`config.mk`:
```
export PLATFORM = sky130hd
export DESIGN_NAME = gain_word_rx
export DESIGN_NICKNAME = d
export VERILOG_FILES = /design/src/rtl/gwr_pkg.sv /design/src/rtl/gwr_sync.sv /design/src/rtl/gwr_edge.sv /design/src/rtl/gwr_shift.sv /design/src/rtl/gwr_latch.sv /design/src/rtl/gain_word_rx.sv
export SDC_FILE = /design/constraint.sdc
export NUM_CORES = 1
export LEC_CHECK = 0
export ABC_AREA = 1
export ABC_CLOCK_PERIOD_IN_PS = 1700
export BUFFER_PORTS_ARGS = -buffer_cell sky130_fd_sc_hd__buf_2
export CAP_MARGIN = 25
export CORE_MARGIN = 3
export CORE_UTILIZATION = 57
export CTS_CLUSTER_DIAMETER = 100
export DETAILED_ROUTE_END_ITERATION = 16
export PLACE_DENSITY = 0.86
export REMOVE_ABC_BUFFERS = 1
export SLEW_MARGIN = 20
export SYNTH_ARGS = -nofsm -noshare
export SYNTH_HDL_FRONTEND = slang
export SYNTH_HIERARCHICAL = 1
export SYNTH_SLANG_ARGS = --single-unit
```
`constraint.sdc`:
```
create_clock -name clk -period 1.7 [get_ports clk]
set_input_delay 0.085 -clock clk [delete_from_list [all_inputs] [get_ports clk]]
set_output_delay 0.085 -clock clk [all_outputs]
set_load 0.05 [all_outputs]
```
`src/rtl/gwr_pkg.sv`:
```
package gwr_pkg;
   localparam int unsigned GWR_MIN_SYNC = 2;

   function automatic int unsigned gwr_cnt_bits(input int unsigned word_w);
      return $clog2(word_w + 2);
   endfunction
endpackage

```
`src/rtl/gwr_sync.sv`:
```
module gwr_sync #(
   parameter int unsigned WIDTH   = 1,
   parameter int unsigned STAGES  = 2,
   parameter logic [WIDTH-1:0] RST_VAL = '0
) (
   input  logic             clk,
   input  logic             rst_n,
   input  logic [WIDTH-1:0] async_i,
   output logic [WIDTH-1:0] sync_o
);
   if (STAGES < gwr_pkg::GWR_MIN_SYNC) begin : g_bad_stages
      $error("gwr_sync: STAGES below minimum");
   end

   logic [WIDTH-1:0] chain_q [STAGES];

   for (genvar s = 0; s < STAGES; s++) begin : g_stage
      always_ff @(posedge clk) begin
         if (!rst_n)       chain_q[s] <= RST_VAL;
         else if (s == 0)  chain_q[s] <= async_i;
         else              chain_q[s] <= chain_q[(s == 0) ? 0 : s-1];
      end
   end

   assign sync_o = chain_q[STAGES-1];
endmodule

```
`src/rtl/gwr_edge.sv`:
```
module gwr_edge #(
   parameter logic RST_VAL = 1'b0
) (
   input  logic clk,
   input  logic rst_n,
   input  logic lvl_i,
   output logic rise_o,
   output logic fall_o
);
   logic prev_q;

   always_ff @(posedge clk) begin
      if (!rst_n) prev_q <= RST_VAL;
      else        prev_q <= lvl_i;
   end

   assign rise_o = lvl_i & ~prev_q;
   assign fall_o = ~lvl_i & prev_q;
endmodule

```
`src/rtl/gwr_shift.sv`:
```
module gwr_shift #(
   parameter int unsigned WORD_W    = 8,
   parameter bit          MSB_FIRST = 1'b1,
   localparam int unsigned CNT_W    = gwr_pkg::gwr_cnt_bits(WORD_W)
) (
   input  logic              clk,
   input  logic              rst_n,
   input  logic              shift_en_i,
   input  logic              clr_i,
   input  logic              sclk_rise_i,
   input  logic              sclk_fall_i,
   input  logic              sdat_i,
   output logic [WORD_W-1:0] sr_o,
   output logic [CNT_W-1:0]  cnt_o
);
   localparam logic [CNT_W-1:0] CNT_SAT = CNT_W'(WORD_W + 1);

   logic              master_q;
   logic [WORD_W-1:0] sr_q, sr_nxt;
   logic [CNT_W-1:0]  cnt_q, cnt_nxt;
   logic              do_shift;

   assign do_shift = shift_en_i & sclk_fall_i;

   if (MSB_FIRST) begin : g_msb
      if (WORD_W > 1) begin : g_wide
         assign sr_nxt = {sr_q[WORD_W-2:0], master_q};
      end else begin : g_one
         assign sr_nxt = master_q;
      end
   end else begin : g_lsb
      if (WORD_W > 1) begin : g_wide
         assign sr_nxt = {master_q, sr_q[WORD_W-1:1]};
      end else begin : g_one
         assign sr_nxt = master_q;
      end
   end

   always_comb begin
      cnt_nxt = clr_i ? '0 : cnt_q;
      if (do_shift && cnt_nxt != CNT_SAT) cnt_nxt = cnt_nxt + 1'b1;
   end

   always_ff @(posedge clk) begin
      if (!rst_n) begin
         master_q <= 1'b0;
         sr_q     <= '0;
         cnt_q    <= '0;
      end else begin
         if (shift_en_i && sclk_rise_i) master_q <= sdat_i;
         if (do_shift)                  sr_q     <= sr_nxt;
         cnt_q <= cnt_nxt;
      end
   end

   assign sr_o  = sr_q;
   assign cnt_o = cnt_q;
endmodule

```
`src/rtl/gwr_latch.sv`:
```
module gwr_latch #(
   parameter int unsigned WORD_W = 8,
   localparam int unsigned CNT_W = gwr_pkg::gwr_cnt_bits(WORD_W)
) (
   input  logic              clk,
   input  logic              rst_n,
   input  logic              take_i,
   input  logic [WORD_W-1:0] sr_i,
   input  logic [CNT_W-1:0]  cnt_i,
   output logic [WORD_W-1:0] gain_o,
   output logic              upd_o,
   output logic              err_o
);
   localparam logic [CNT_W-1:0] CNT_FULL = CNT_W'(WORD_W);

   always_ff @(posedge clk) begin
      if (!rst_n) begin
         gain_o <= '0;
         upd_o  <= 1'b0;
         err_o  <= 1'b0;
      end else begin
         upd_o <= take_i;
         if (take_i) begin
            gain_o <= sr_i;
            err_o  <= (cnt_i != CNT_FULL);
         end
      end
   end
endmodule

```
`src/rtl/gain_word_rx.sv`:
```
module gain_word_rx #(
   parameter int unsigned WORD_W      = 8,
   parameter int unsigned SYNC_STAGES = 2,
   parameter bit          MSB_FIRST   = 1'b1
) (
   input  logic              clk,
   input  logic              rst_n,
   input  logic              ser_clk_i,
   input  logic              ser_data_i,
   input  logic              load_n_i,
   input  logic              pd_n_i,
   output logic [WORD_W-1:0] gain_o,
   output logic              out_en_o,
   output logic              upd_o,
   output logic              cnt_err_o
);
   localparam int unsigned CNT_W = gwr_pkg::gwr_cnt_bits(WORD_W);

   if (WORD_W < 1) begin : g_bad_width
      $error("gain_word_rx: WORD_W must be at least 1");
   end

   // pin order in the synchronised vector: {load, data, sclk}
   logic [2:0]        pins_s;
   logic              sclk_lvl, sdat_lvl, load_lvl;
   logic              sclk_rise, sclk_fall, load_rise, load_fall;
   logic [WORD_W-1:0] sr_q;
   logic [CNT_W-1:0]  cnt_q;
   logic              run_q;

   gwr_sync #(.WIDTH(3), .STAGES(SYNC_STAGES), .RST_VAL(3'b100)) u_sync (
      .clk(clk), .rst_n(rst_n),
      .async_i({load_n_i, ser_data_i, ser_clk_i}),
      .sync_o(pins_s)
   );

   assign sclk_lvl = pins_s[0];
   assign sdat_lvl = pins_s[1];
   assign load_lvl = pins_s[2];

   gwr_edge #(.RST_VAL(1'b0)) u_sclk_edge (
      .clk(clk), .rst_n(rst_n), .lvl_i(sclk_lvl),
      .rise_o(sclk_rise), .fall_o(sclk_fall)
   );

   gwr_edge #(.RST_VAL(1'b1)) u_load_edge (
      .clk(clk), .rst_n(rst_n), .lvl_i(load_lvl),
      .rise_o(load_rise), .fall_o(load_fall)
   );

   gwr_shift #(.WORD_W(WORD_W), .MSB_FIRST(MSB_FIRST)) u_shift (
      .clk(clk), .rst_n(rst_n),
      .shift_en_i(~load_lvl), .clr_i(load_fall),
      .sclk_rise_i(sclk_rise), .sclk_fall_i(sclk_fall),
      .sdat_i(sdat_lvl), .sr_o(sr_q), .cnt_o(cnt_q)
   );

   gwr_latch #(.WORD_W(WORD_W)) u_latch (
      .clk(clk), .rst_n(rst_n), .take_i(load_rise),
      .sr_i(sr_q), .cnt_i(cnt_q),
      .gain_o(gain_o), .upd_o(upd_o), .err_o(cnt_err_o)
   );

   always_ff @(posedge clk) begin
      if (!rst_n) run_q <= 1'b0;
      else        run_q <= 1'b1;
   end

   // power-down gates the flag with no clock in the path
   assign out_en_o = pd_n_i & run_q;
endmodule

```
==> results of run 1 <==
==> sequential cells by signal, summed over array words and instances (netlist names) <==
| name | cells |
|---|---|
| u_latch/gain_o | 8 |
| run_q | 1 |
| u_latch/upd_o | 1 |
| u_shift/master_q | 1 |
| u_shift/cnt_o | 4 |
| u_shift/sr_o | 8 |
| u_load_edge/prev_q | 1 |
| u_latch/err_o | 1 |
| u_sync/chain_q | 6 |
| u_sclk_edge/prev_q | 1 |
==> cell usage in the layout, fill, tap and decap left out, drive strengths merged <==
cell,n
dlygate4sd3,3
inv,24
clkinv,1
nand2,23
nand3b,1
clkbuf,8
a21oi,4
o21ai,18
dfxtp,32
buf,17
nor2,46
nand3,6
==> through the flow <==
stage | instances | total power [uW] | hold WS (ns) | setup WS, ns | instance area, um2
floorplan | 155 | 852 | 0.113 | 0.477 | 1160
global placement | 197 | 878 | 0.264 | 0.519 | 1280
detailed placement | 197 | 881 | 0.265 | 0.514 | 1280
CTS | 208 | 1320 | 0.127 | 0.496 | 1370
global route | 208 | 1360 | 0.151 | 0.350 | 1370
finish | 208 | 1310 | 0.136 | 0.487 | 1370
==> cells by family after synthesis <==
| logic type | after synthesis |
|---|---|
| and+or+nand+nor | 76 |
| AOI/OAI and AO/OA | 22 |
| DFF | 32 |
| buffers and inverters | 28 |
==> timing repair <==
action | CTS | global route
endpoints found under the hold margin | 3 | 0
gates resized for setup | 0 | 0
hold buffers | 3 | 0
==> power breakdown <==
| group | total (uW) | switching (uW) | internal [uW] | leakage [uW] |
|---|---|---|---|---|
| Sequential | 775 | 7.92 | 767 | 0.000260 |
| Clock | 438 | 233 | 204 | 0.0000326 |
| Combinational | 95.0 | 67.3 | 27.7 | 0.000416 |
| Total | 1310 | 309 | 999 | 0.000709 |
==> path summary, 6_finish.rpt <==
path / to / depth (start not counted) / from
worst min register to register: u_sync/chain_q[1][2]$_SDFF_PN1_ / 2 / u_sync/chain_q[0][2]$_SDFF_PN1_
worst max-delay path: u_shift/cnt_o[1]$_SDFF_PN0_ / 6 / u_sclk_edge/prev_q$_SDFF_PN0_
worst max register to register: u_shift/cnt_o[1]$_SDFF_PN0_ / 6 / u_sclk_edge/prev_q$_SDFF_PN0_
worst min-delay path: run_q$_DFF_P_ / 1 / rst_n
==> per-layer routing <==
layer,part of all wire [%],vias up,GRT usage [%]
met2,47,30,33.9
li1,-,527,-
met5,0,-,0
met4,0.55,0,5.24
met3,6.1,2,5.16
met1,46,445,21.2
==> layout make-up <==
type / instances / area share (%)
sequential: 32 / 46.8
tap: 25 / 2.29
inverter: 25 / 6.95
timing repair buffer: 20 / 8.59
multi-input combinational: 98 / 31.1
clock buffer: 8 / 4.30
==> flow_summary.toml, run 1 <==
[outcome]
status = "finished clean"

[routing]
ant_nets = 0
drc_errors = 0
first_iter_violations = 36
wl_per_cell_um = 10.4
drt-total-wl_um = 2170
drt-pass1-iter-count = 4
vias = 1004
vias_per_cell = 4.83

[sta]
skew_ns = 0.00853
final-hold-violation-count = 0
relSlewSlack_pct = 71.1
rsz0062_at_grt = "no"
fmax_mhz = 825
setup_viol = 0
tns_ns = 0
worst_pin_slew_ns = 0.434
finalCritPeriodShare_pct = 71.3
layout_min_cycle_time_ns = 1.21
slew_viol_final = 0

[pwr]
ir_worst_vdd_uv = 664
power_density_nw_per_um2 = 955
p_leak_uw = 0.000709

[final_layout]
nets = 188
fill_cells = 161
drive_gt1_share_pct = 16.9
diodes = 0
regArea_um2 = 641
utilization_pct = 74.4
synthToLayoutAreaGrowth_pct = 15.3
multi_input_area_um2 = 425

[yosys]
synth_cell_type_count = 17
synth_top_cell_by_area = "dfxtp_1"
synth-warning-count = 6
synth_top_family_by_area = "simple AND/OR/NAND/NOR gates"
yosys.area_share.adder_pct = 0
post-synth-top-count-cell = "nor2_1"
synth_compound_area_share_pct = 9.59
ys_seq_elements = 32
synth_mux_area_share_pct = 0
synth-edff-count = 0
seq_area_frac_synth_pct = 54.0
avgSynthCellArea_um2 = 7.52
synth_area_leaders = "dfxtp_1, nor2_1, inv_1"
synth_top_area_share_pct = 54.0
syn_area_um2 = 1190
synth-async-reset-ratio_pct = 0
synth-xor-area-share_pct = 0
ys_top_cells_by_count = "nor2_1, dfxtp_1, inv_1, nand2_1, o21ai_0"
postSynthCellCount = 158
synth-simple-area-share_pct = 26.2
ys.flop_type = "dfxtp_1"

[floorplan]
die_area_um2 = 2670
fp-row-count = 15
die_x_um = 51.6
start_util_pct = 64.6
core_area_um2 = 1840
io_pins = 17
die_y_um = 51.6

[placement]
dpl.hpwl_um = 1370
portBuffers = 16
place_congestion = 0.771

[cts]
insertion_delay_ns = 0.31
tritoncts = "built"
cts.sinks = 32
postCtsSetupBuffers = 0
cts_buffers = 5
clockBufferDepth = 2
path_clk_slew_ns = 0.10
cts_root_buf = "clkbuf_4"
htreeDepth = 2

[flow_run]
drv_cap = 0

[global_routing]
grt_usage_pct = 18.7
grt_pass1_vias = 923
grt_remaining_overflow = 0
grt_antenna_before_repair = 0
grt_pass1_wl_um = 3730
grt_max_degree = 31

[setup_path]
cpPeakStageDelay_ns = 0.35
path_cells = "inv_1, nor2_1, nand2_2, clkinv_2, nand3_1, a21oi_1"
arrival_ns = 1.47
path_class = "flop to flop"
crit_fanout = 12
cp-end-kind = "flop"
reg2reg_slack_ns = 0.49
crit_path_start_kind = "flop"
path_buf_inv = 2
cp_top_family = "simple AND/OR/NAND/NOR gates"
slowest_stage = "dfxtp_1"
worstPathRequired_ns = 1.95

[worst_hold_path]
hold_path_class = "primary input to flop"
No activity file was read; power rests on OpenSTA's default activity.
==> run 2: changes to the inputs <==
Settings changed: ABC_CLOCK_PERIOD_IN_PS 1700 to 1080, CORE_UTILIZATION 57 to 49, PLACE_DENSITY 0.86 to 0.8.
Clock period 1.7 ns to 1.08 ns, I/O delays scaled along.
==> run 2 against run 1 <==
Against the previous run: the flow now finishes with violations (negative setup slack); sequential share of layout area decreased by 3.4 points; die area increased by 14%; register-to-register slack got worse by 0.52 ns; via count grew 8.4%; largest power group unchanged.
==> flow_summary.toml, run 2 (synthesis results as in run 1) <==
[pwr]
power_density_nw_per_um2 = 1350
p_leak_uw = 0.000755
ir_worst_vdd_uv = 852
total_power_uw = 2000

[cts]
clockBufferDepth = 2
cts_root_buf = "clkbuf_4"
tritoncts = "built"
cts.sinks = 32
insertion_delay_ns = 0.33
path_clk_slew_ns = 0.09
cts_buffers = 5
htreeDepth = 2

[setup_path]
timing.rr.end = "u_shift/cnt_o[0]$_SDFF_PN0_"
worstPathRequired_ns = 1.31
crit_fanout = 5
reg2reg_slack_ns = -0.03
crit-reg2reg-launch = "u_load_edge/prev_q$_SDFF_PN1_"
path_class = "flop to flop"
r2r_cells = 9
arrival_ns = 1.35
crit_path_start_kind = "flop"
cp-end-kind = "flop"

[placement]
place_area_um2 = 1320
dpl.hpwl_um = 1570
portBuffers = 16
place_congestion = 0.823
placed_cells_incl_taps = 205

[global_routing]
grt_remaining_overflow = 0
grt_max_degree = 24
grt_antenna_before_repair = 0
grt_usage_pct = 17.0
grt_pass1_vias = 988
grt_pass1_wl_um = 4060

[sta]
fin_ws_ns = -0.0334
fmax_mhz = 898
skew_ns = 0.00550
finalCritPeriodShare_pct = 103
worst_pin_slew_ns = 0.352
rsz0062_at_grt = "yes"
slew_viol_final = 0
relSlewSlack_pct = 76.5
layout_min_cycle_time_ns = 1.11
setup_viol = 2
holdWs_ns = 0.0446
final-hold-violation-count = 0
tns_ns = -0.0335

[routing]
drt-total-wl_um = 2540
vias_per_cell = 4.99
wl_per_cell_um = 11.6
first_iter_violations = 32
drc_errors = 0
ant_nets = 0
vias = 1088
drt-pass1-iter-count = 4

[final_layout]
nets = 196
diodes = 0
layout_commonest_cell = "nor2_1"
synthToLayoutAreaGrowth_pct = 25.1
final_cell_mix = "nor2_1, dfxtp_1, nand2_1, inv_1, buf_2"
drive_gt1_share_pct = 27.9
fin_area_um2 = 1490
stdcell_count = 218

[outcome]
status = "finished, violations left"
violations = "negative setup slack"

[worst_hold_path]
hold-path-cell-count = 1
hold_path_class = "primary input to flop"
min_from = "rst_n"
whs_endpoint = "run_q$_DFF_P_"

[floorplan]
die_y_um = 55.2
die_x_um = 55.2
start_util_pct = 52.7
fp-row-count = 17
io_pins = 17
core_area_um2 = 2250
die_area_um2 = 3050

[flow_run]
drv_cap = 0
## run 2: layout make-up
cell class	instances	area, um2
Clock buffer	6	41.3
Clock inverter	1	5.00
Fill cell	194	769
Inverter	25	96.3
Multi-Input combinational cell	99	487
Sequential cell	32	644
Tap cell	28	35.0
Timing Repair Buffer	27	176
## run 2: how the worst max path moves through the flow
stage / from / to
after floorplan: u_sync/chain_q[1][2]$_SDFF_PN1_ / u_latch/gain_o[0]$_SDFFE_PN0P_
after global placement: u_sync/chain_q[1][2]$_SDFF_PN1_ / u_latch/gain_o[1]$_SDFFE_PN0P_
after detailed placement: u_sync/chain_q[1][2]$_SDFF_PN1_ / u_latch/gain_o[6]$_SDFFE_PN0P_
after CTS: u_sync/chain_q[1][2]$_SDFF_PN1_ / u_latch/gain_o[6]$_SDFFE_PN0P_
after global routing: u_sclk_edge/prev_q$_SDFF_PN0_ / u_shift/sr_o[5]$_SDFFE_PN0P_
final: u_load_edge/prev_q$_SDFF_PN1_ / u_shift/cnt_o[0]$_SDFF_PN0_
## run 2: power breakdown
part	switching, uW	leakage, uW	internal, uW	total [uW]
clock	370	0.0000281	239	609
combinational	115	0.000466	55.7	171
sequential	13.8	0.000260	1210	1220
## run 2: per-stage QoR
step,util [%],setup slack (ns)
finish,65.9,-0.0334
global route,65.9,-0.102
CTS,63.0,-0.0241
detailed placement,58.6,-0.0919
global placement,58.6,-0.0554
floorplan,-,-0.143
## run 2: timing repair
action / CTS / global route
gates cloned: 1 / 0
endpoints found under the setup margin: 21 / 22
pin swaps: 1 / 5
buffers inserted: 0 / 2
hold buffers: 3 / 0
resized for setup: 6 / 19
endpoints found under the hold margin: 3 / 0
## run 2: worst max-delay path, cell delays in order (launching register included)
cell and delay (ns):
dfxtp_2 0.37, inv_2 0.04, nor2_2 0.13, inv_2 0.09, nand2_2 0.09, nor2_1 0.06
nand2_1 0.07, nand3_1 0.07, nand2_1 0.08, inv_1 0.04
## run 2: layer usage
metal,track usage [%],vias to the layer above,part of all wire (%)
met5,0,-,0
met4,7.29,0,2.5
met3,6.54,12,6.3
met2,30.1,42,49
met1,17.7,488,42
li1,-,546,-
==> run 3: changes to the inputs <==
Settings changed: CORE_ASPECT_RATIO from default to 1.1.
==> run 3 against run 2 <==
Against the previous run: the run now ends clean; count of clock-buffer cells in the layout fell by 1; first-iteration DRC count rose by 9.4%; sequential share of layout area barely moved.
==> flow_summary.toml, run 3 (synthesis results as in run 1) <==
[outcome]
status = "finished clean"

[sta]
holdWs_ns = 0.405
rsz0062_at_grt = "yes"
relSlewSlack_pct = 83.5
fin_ws_ns = 0.0298
fmax_mhz = 952
finalCritPeriodShare_pct = 97.2
skew_ns = 0.0124
setup_viol = 0
layout_min_cycle_time_ns = 1.05
slew_viol_final = 0
final-hold-violation-count = 0
worst_pin_slew_ns = 0.249

[global_routing]
busiest_layer = "met2"
use_met3_pct = 8.48
grt_max_degree = 23
grt_util_met2_pct = 26.6
grt_pass1_wl_um = 3620
met1_usage_pct = 18.6
grt_remaining_overflow = 0
grt_pass1_vias = 898
grt_antenna_before_repair = 0
grt_usage_pct = 16.8

[setup_path]
reg2reg_slack_ns = 0.03
cp-end-kind = "flop"
arrival_ns = 1.30
crit_fanout = 6
path_class = "flop to flop"
worstPathRequired_ns = 1.33
crit_path_start_kind = "flop"
r2r_cells = 6

[cts]
htreeDepth = 2
tritoncts = "built"
insertion_delay_ns = 0.34
cts_buffers = 5
cts.sinks = 32
cts_root_buf = "clkbuf_4"
path_clk_slew_ns = 0.11
clockBufferDepth = 2

[placement]
placed_cells_incl_taps = 205
portBuffers = 16
place_ws_ns = -0.0689
place_congestion = 0.812
place_area_um2 = 1310
dpl.hpwl_um = 1500

[floorplan]
core_area_um2 = 2270
io_pins = 17
start_util_pct = 52.2
die_y_um = 57.6
die_x_um = 52.9
fp-row-count = 18
die_area_um2 = 3050

[final_layout]
regArea_um2 = 644
nets = 196
fin_area_um2 = 1490
multi_input_area_um2 = 467
stdcell_count = 221
layout_commonest_cell = "nor2_1"
fill_cells = 195
diodes = 0
final_cell_mix = "nor2_1, dfxtp_1, inv_1"
drive_gt1_share_pct = 27.7
synthToLayoutAreaGrowth_pct = 25.2

[routing]
drc_errors = 0
ant_nets = 0
drt-pass1-iter-count = 4
vias_per_cell = 4.66
drt-total-wl_um = 2210
vias = 1029
first_iter_violations = 35
wl_per_cell_um = 10.0

[pwr]
power_density_nw_per_um2 = 1380
p_leak_uw = 0.000761
ir_worst_vdd_uv = 1270

[flow_run]
drv_cap = 0

[worst_hold_path]
hold_path_class = "flop to flop"
hold-path-cell-count = 2
run 3: cell count changes in the layout (fill, tap and decap cells not counted), moves of 2 or more:
| cell | before | now |
|---|---|---|
| nand3_2 | 3 | 1 |
| nor2_4 | 4 | 2 |
| nor2_2 | 3 | 6 |
| nand3_1 | 3 | 5 |
| o21ai_0 | 11 | 9 |
run 3: layer usage:
| layer | part of all wire (%) | vias to the layer above |
|---|---|---|
| li1 | - | 542 |
| met1 | 43 | 460 |
| met2 | 49 | 23 |
| met3 | 5.9 | 4 |
| met4 | 1.8 | 0 |
| met5 | 0 | - |
run 3: repair_timing:
item / 4_1_cts / 5_1_grt
setup endpoints to repair: 14 / 22
gates cloned: 0 / 0
hold buffers: 4 / 0
endpoints found under the hold margin: 4 / 0
pin swaps: 1 / 6
setup buffers: 3 / 1
resized for setup: 3 / 20
run 3: area by class of cell:
cell class	instances	share of cell area (%)
flip-flops and latches	32	43.4
clock inverters	3	1.26
repair buffers	28	12.5
inverters	25	6.48
clock buffers	5	2.53
well taps	30	2.53
multi-input cells	98	31.4
run 3: worst max-delay path, cell delays in order (launching register included):
cell and delay (ns):
dfxtp_2 0.34, inv_2 0.04, nor2_4 0.12, nand2_4 0.09, buf_4 0.17, o21ai_0 0.15, nor2_1 0.06
run 3: stage by stage:
step / total power [uW] / setup TNS [ns] / utilization [%]
after CTS: 2070 / 0 / 63.1
after global placement: 1390 / -0.166 / 57.5
after global routing: 2150 / -0.634 / 65.3
after detailed placement: 1390 / -0.371 / 57.5
final: 2060 / 0 / 65.3
after floorplan: 1340 / -1.15 / -
run 3: power breakdown:
part           leakage [uW]  internal (uW)  switching, uW  total [uW]
sequential         0.000260           1210           13.7        1220
clock             0.0000349            249            420         669
combinational      0.000467           57.0            109         166
run 3: worst paths after layout:
check / end / start
min: u_sync/chain_q[1][2]$_SDFF_PN1_ / u_sync/chain_q[0][2]$_SDFF_PN1_
min reg2reg: u_sync/chain_q[1][2]$_SDFF_PN1_ / u_sync/chain_q[0][2]$_SDFF_PN1_
max reg2reg: u_shift/sr_o[5]$_SDFFE_PN0P_ / u_sclk_edge/prev_q$_SDFF_PN0_
max: u_shift/sr_o[5]$_SDFFE_PN0P_ / u_sclk_edge/prev_q$_SDFF_PN0_
